**config.mk**
```make
export PLATFORM = sky130hd
export DESIGN_NAME = burst_addr_gen
export DESIGN_NICKNAME = d
export VERILOG_FILES = /design/src/rtl/burst_pkg.sv /design/src/rtl/burst_ctl.sv /design/src/rtl/burst_dp.sv /design/src/rtl/burst_addr_gen.sv
export SDC_FILE = /design/constraint.sdc
export NUM_CORES = 1
export LEC_CHECK = 0
export BUFFER_PORTS_ARGS = -buffer_cell sky130_fd_sc_hd__buf_4
export CORE_UTILIZATION = 50
export CTS_BUF_LIST = sky130_fd_sc_hd__clkbuf_8
export CTS_CLUSTER_SIZE = 14
export DETAILED_ROUTE_END_ITERATION = 6
export GPL_TIMING_DRIVEN = 0
export PLACE_DENSITY = 0.89
export SLEW_MARGIN = 10
export SYNTH_ARGS = -nofsm -noshare
export SYNTH_HDL_FRONTEND = slang
export SYNTH_HIERARCHICAL = 1
export SYNTH_SLANG_ARGS = --single-unit
```
**constraint.sdc**
```tcl
create_clock -name clk -period 1.56 [get_ports clk]
set_input_delay 0.156 -clock clk [delete_from_list [all_inputs] [get_ports clk]]
set_output_delay 0.156 -clock clk [all_outputs]
set_load 0.1 [all_outputs]
```
**src/rtl/burst_pkg.sv**
```systemverilog
package burst_pkg;
  // Strobes from control to datapath
  typedef struct packed {
    logic load;   // capture external address, clear beat count
    logic step;   // advance beat count by one
  } burstCtl_t;
endpackage

```
**src/rtl/burst_ctl.sv**
```systemverilog
module burst_ctl
  import burst_pkg::*;
(
  input  logic      startA,
  input  logic      startB,
  input  logic      advEn,
  output burstCtl_t ctl
);
  // A strobe starts a new cycle and wins over advance
  always_comb begin
    ctl.load = startA | startB;
    ctl.step = advEn & ~(startA | startB);
  end
endmodule

```
**src/rtl/burst_dp.sv**
```systemverilog
module burst_dp
  import burst_pkg::*;
#(
  parameter int AW = 16,
  parameter int OW = 2
) (
  input  logic          clk,
  input  logic          rstN,
  input  burstCtl_t     ctl,
  input  logic          orderSel,
  input  logic [AW-1:0] extAddr,
  output logic [AW-1:0] burstAddr
);
  localparam int UW = AW - OW;
  localparam logic [OW-1:0] ONE = OW'(1);

  logic [UW-1:0] upperReg;
  logic [OW-1:0] startReg;
  logic [OW-1:0] countReg;
  logic [OW-1:0] offset;

  always_ff @(posedge clk or negedge rstN) begin
    if (!rstN) begin
      upperReg <= '0;
      startReg <= '0;
      countReg <= '0;
    end else if (ctl.load) begin
      upperReg <= extAddr[AW-1:OW];
      startReg <= extAddr[OW-1:0];
      countReg <= '0;
    end else if (ctl.step) begin
      countReg <= countReg + ONE;
    end
  end

  // Order select is static and applied combinationally
  always_comb begin
    if (orderSel) offset = startReg ^ countReg;
    else          offset = startReg + countReg;
  end

  assign burstAddr = {upperReg, offset};

  // in interleaved order, output XOR start advances by one per step
  p_ilv_step_r4: assert property (@(posedge clk) disable iff (!rstN)
    (ctl.step && orderSel) |=>
      (!orderSel || ((offset ^ startReg) == (($past(offset) ^ $past(startReg)) + ONE))));
endmodule

```
**src/rtl/burst_addr_gen.sv**
```systemverilog
module burst_addr_gen
  import burst_pkg::*;
#(
  parameter int AW = 16,
  parameter int OW = 2
) (
  input  logic          clk,
  input  logic          rstN,
  input  logic          startA,
  input  logic          startB,
  input  logic          advEn,
  input  logic          orderSel,
  input  logic [AW-1:0] extAddr,
  output logic [AW-1:0] burstAddr
);
  localparam logic [OW-1:0] ONE = OW'(1);

  burstCtl_t ctl;

  burst_ctl u_ctl (
    .startA (startA),
    .startB (startB),
    .advEn  (advEn),
    .ctl    (ctl)
  );

  burst_dp #(.AW(AW), .OW(OW)) u_dp (
    .clk       (clk),
    .rstN      (rstN),
    .ctl       (ctl),
    .orderSel  (orderSel),
    .extAddr   (extAddr),
    .burstAddr (burstAddr)
  );

  // a strobe loads the whole external address
  p_load_r2: assert property (@(posedge clk) disable iff (!rstN)
    (startA || startB) |=> (burstAddr == $past(extAddr)));

  // linear step adds one to the offset
  p_lin_step_r3: assert property (@(posedge clk) disable iff (!rstN)
    (!startA && !startB && advEn && !orderSel) |=>
      (orderSel || (burstAddr[OW-1:0] == ($past(burstAddr[OW-1:0]) + ONE))));

  // no strobe and no advance holds the address
  p_hold_r5: assert property (@(posedge clk) disable iff (!rstN)
    (!startA && !startB && !advEn) |=>
      ($stable(burstAddr) || (orderSel != $past(orderSel))));

  // upper bits only change on a strobe
  p_upper_r6: assert property (@(posedge clk) disable iff (!rstN)
    (!startA && !startB) |=> $stable(burstAddr[AW-1:OW]));
endmodule

```
# Word level (Yosys, flattened, before mapping)
# Cells that the tools add are included.
totals:
  register_bits: 18
  inputBits: 22
  output_inout_bits: 16
op_classes:
  add_sub_neg: 2
  mux: 3
  bitwise: 4
  n_reduce_logical: 1
op_table:
  columns: ["op", "count"]
  rows:
  - ["2-bit 2-to-1 mux", 3]
  - ["2-bit by 1-bit adder with 2-bit output, second input constant", 1]
  - ["2-bit adder", 1]
  - ["2-bit nonzero test", 1]
  - ["2-bit bitwise XOR", 1]
  - ["1-bit AND", 1]
  - ["1-bit NOT", 1]
  - ["1-bit OR", 1]

# Longest topological paths before layout
logic_depth:
  ltp_word: 5
  ltp_mapped: 4
  mapped_depth_nobuf: 3

# Hierarchy
# The synthesis kept the hierarchy.
by_module_without_submodules:
  columns: ["module", "n_inst", "cells_per_inst", "area_each_um2"]
  rows:
  - ["burst_dp", 1, 45, 763.2]
  - ["burst_ctl", 1, 2, 13.8]

# Worst setup path before layout
# Ideal clock, no wire load.
synth_timing:
  kind: "register to output"
  start: "register u_dp.countReg[0]"
  end: "output burstAddr[1]"
  t_arrival_ns: 2.257
  required_ns: 1.404
  path_slack_ns: -0.853
  stages_incl_launch_ff: 4
  path_cell_list: "dfrtp_1 > ha_1 > nor2b_1 > xnor2_1"
synth_via:
  elab_chain_cells: 2
synth_lines:
  columns: ["element", "line_no", "source"]
  rows:
  - ["from (decl)", "burst_dp.sv:19", "logic [OW-1:0] countReg;"]
  - ["from (signal assigned)", "burst_dp.sv:32", "countReg <= countReg + ONE;"]
  - ["2-bit adder", "burst_dp.sv:39", "else offset = startReg + countReg;"]
  - ["2-bit 2-to-1 mux", "burst_dp.sv:38", "if (orderSel) offset = startReg ^ countReg;"]
  - ["to (decl)", "burst_addr_gen.sv:14", "output logic [AW-1:0] burstAddr"]
# No other way between the ends.

# Worst setup path in the final report
# Same ends and word-level chain as after synthesis.

==> flow_metrics.env <==
export IMPL_max_cap_violations=0
export IMPL_io_buffers=37
export IMPL_synth_seq_cells=18
export IMPL_synthArstFlopShare_pct=100
export IMPL_p_per_area_nw_per_um2=1160
export IMPL_wl_met1_microns=723
export IMPL_path_max_fanout=3
export IMPL_cellLeakagePower_nw=0.591
export IMPL_rsz0062_at_grt="false"
export IMPL_syn_num_nets=70
export IMPL_dr_total_vias=552
export IMPL_antenna_found_initial=0
export IMPL_coreArea_sq_um=1370
export IMPL_highest_layer="met4"
export IMPL_htreeDepth=1
export IMPL_critPathSlowestCell="dfrtp_1"
export IMPL_path_class="flip-flop to primary output"
export IMPL_cp_end_kind="primary output"
export IMPL_diodes=0
export IMPL_seq_area_frac_synth_pct=58.0
export IMPL_fin_setup_tns_ns=0
export IMPL_start_util_pct=56.9
export IMPL_vdd_drop_max_uv=919
export IMPL_crit_required_ns=1.40
export IMPL_met2_length_microns=965
export IMPL_synth_distinct_cells=14
export IMPL_path_clk_slew_ns=0.07
export IMPL_combinationalPowerShare_pct=35.0
export IMPL_wirelength_microns=1780
export IMPL_synth_flop_cell="dfrtp_1"
export IMPL_p_int_mw=0.876
export IMPL_synth_area_leaders="dfrtp_1 (58%), mux2_4 (15%), mux2_2 (12%)"
export IMPL_drc=0
export IMPL_syn_area_sq_um=777
export IMPL_rr_worst_depth=3
export IMPL_pwr_share_clk_pct=27.0
export IMPL_slew_viol_final=0
export IMPL_overflow=0
export IMPL_reg2reg_from="u_dp/countReg[0]$_DFFE_PN0P_"
export IMPL_clock_path_buffers=2
export IMPL_dr_pass1_iters=4
export IMPL_route_met3_wl_microns=84
export IMPL_rows=13
export IMPL_hold_depth=2
export IMPL_fin_nets=114
export IMPL_viasPerCell=5.26
export IMPL_min_to="u_dp/startReg[0]$_DFFE_PN0P_"
export IMPL_start_kind="flip-flop"
export IMPL_hold_viol=0
export IMPL_dr_first_iter_drc_count=10
export IMPL_synth_top_cell_area_share_pct=58.0
export IMPL_area_delta_synth_final_pct=53.5
export IMPL_gr_usage_all_layers_pct=22.7
export IMPL_p_sw_share_pct=36.8
export IMPL_cts_made_buffers=3
export IMPL_fin_util_pct=87.3
export IMPL_die_area_sq_um=1720
export IMPL_period_share_pct=95.6
export IMPL_die_w_microns=41.4
export IMPL_yosysMostFrequentCell="dfrtp_1"
export IMPL_dieHeight_microns=41.4
export IMPL_ys_warn_count=6
export IMPL_gp_congestion=0.662
export IMPL_hold_class="input pin to flip-flop"
export IMPL_fin_worst_skew_ns=0.00602
export IMPL_ant_nets=0
export IMPL_root_buffer="clkbuf_8"
export IMPL_ioPinCount=38
export IMPL_cts_tree="yes"
export IMPL_path_cells="ha_1 -> nor2b_4 -> xnor2_4 -> buf_12"
export IMPL_grt_max_degree=19
export IMPL_min_period_ns=1.49
export IMPL_tightest_slew_ns=0.419
export IMPL_synth_cells=47
export IMPL_max_freq_ghz=0.670
export IMPL_grt_pass1_vias=598
export IMPL_synth_edff_count=0
export IMPL_max_stage_delay_ns=0.41
export IMPL_cp_data_arrival_time_ns=1.34
export IMPL_min_from="extAddr[0]"
export IMPL_p_switching_mw=0.510
export IMPL_rrSetupSlack_ns=0.60
export IMPL_p_seq_share_pct=38.0
export IMPL_drive_above_1_share_pct=71.1
export IMPL_synth_area_leader_cell="dfrtp_1"
export IMPL_wl_per_cell_microns=17.0
export IMPL_status="complete, no violations"
export IMPL_dp_hpwl_microns=1140
export IMPL_cts_sinks=18
export IMPL_grt_pass1_wl_microns=2860
export IMPL_clock_latency_ns=0.25
export IMPL_synthTopCellsByCount="dfrtp_1 (18), mux2_2 (8), mux2_4 (8), xnor2_1 (3)"
export IMPL_r2r_end="u_dp/countReg[1]$_DFFE_PN0P_"
export IMPL_slew_headroom_pct=72.0
export IMPL_setup_viol=0
export IMPL_syn_avg_cell_area_sq_um=16.5
## registers in the layout (all words and copies together), names as in the netlist
name           flops
u_dp/upperReg     14
u_dp/countReg      2
u_dp/startReg      2
## worst max-delay path, delay by kind of cell (launching register included)
| family | cells | cell delay (ns) |
|---|---|---|
| AND/OR/NAND/NOR | 1 | 0.14 |
| adder cells (fa/ha/maj) | 1 | 0.19 |
| buffers and inverters | 1 | 0.19 |
| flip-flops | 1 | 0.41 |
| XOR/XNOR | 1 | 0.15 |
## power groups by stage
stage | logic (mW) | registers [mW] | clock network, mW
2_1_floorplan | 0.123 | 0.756 | 0
3_3_place_gp | 0.464 | 0.530 | 0
3_5_place_dp | 0.469 | 0.532 | 0
4_1_cts | 0.483 | 0.526 | 0.386
5_1_grt | 0.497 | 0.531 | 0.405
6_report | 0.485 | 0.527 | 0.374
## cell families (layout without fill, tap and decap cells)
group                    count (synthesis)  count (layout)  synth area share, %
adder cells (fa/ha/maj)                  1               1                 1.61
multiplexers                            16              16                 27.1
flip-flops                              18              18                 58.0
buffers and inverters                    2              45                 4.03
XOR/XNOR                                 3               3                 3.38
AND/OR/NAND/NOR                          5               5                 4.03
AO/OA/AOI/OAI                            2               2                 1.93
## how the worst max path moves through the flow
stage                                 start           end  slack (ns)  cells after the start
2_1_floorplan  u_dp/countReg[0]$_DFFE_PN0P_  burstAddr[1]        0.08                      3
6_report       u_dp/countReg[0]$_DFFE_PN0P_  burstAddr[1]        0.07                      4
5_1_grt        u_dp/countReg[0]$_DFFE_PN0P_  burstAddr[1]        0.02                      4
4_1_cts        u_dp/countReg[0]$_DFFE_PN0P_  burstAddr[1]       0.007                      4
3_5_place_dp   u_dp/countReg[0]$_DFFE_PN0P_  burstAddr[1]        0.11                      4
3_3_place_gp   u_dp/countReg[0]$_DFFE_PN0P_  burstAddr[1]        0.12                      4
## area by class of cell
| type | instances | area (sq um) |
|---|---|---|
| flip-flops and latches | 18 | 450 |
| plain buffers | 2 | 31.3 |
| repair buffers | 39 | 308 |
| well taps | 15 | 18.8 |
| multi-input cells | 27 | 329 |
| clock buffers | 4 | 55.1 |
| fillers | 65 | 174 |
## per-stage QoR
stage	setup WS [ns]	std cells	hold slack, ns	power, mW	instance area [sq um]
floorplan	0.0779	47	-0.140	0.879	796
global placement	0.121	99	0.0322	0.993	1090
detailed placement	0.109	99	0.0356	1.00	1090
CTS	0.00692	104	0.125	1.39	1180
global route	0.0241	105	0.126	1.43	1190
finish	0.0685	105	0.131	1.39	1190
## routing by layer
metal  up-vias  global-route usage [%]
li1        246                       -
met5         -                       0
met4         0                    9.68
met2        24                    40.3
met3         2                    3.04
met1       280                    27.3
## timing repair
item | 4_1_cts | 5_1_grt
setup endpoints to repair | 1 | 1
setup buffers | 0 | 1
resized for setup | 5 | 1
hold endpoints to repair | 18 | 0
hold buffers | 1 | 0
## placed cells by master, fill, tap and decap left out
master	netlist	final
dlygate4sd3_1	0	1
ha_1	1	1
mux2_2	8	8
a21bo_2	1	1
buf_4	0	37
buf_6	1	1
clkbuf_8	0	4
xnor2_4	0	1
or2_1	1	1
nor2b_4	0	1
xnor2_2	0	1
mux2_4	8	8
dfrtp_1	18	18
nor3b_1	1	1
nand3b_1	1	1
a21oi_1	1	1
buf_12	1	2
xnor2_1	3	1
nor2_1	1	1
(Power assumes the default switching activity.)
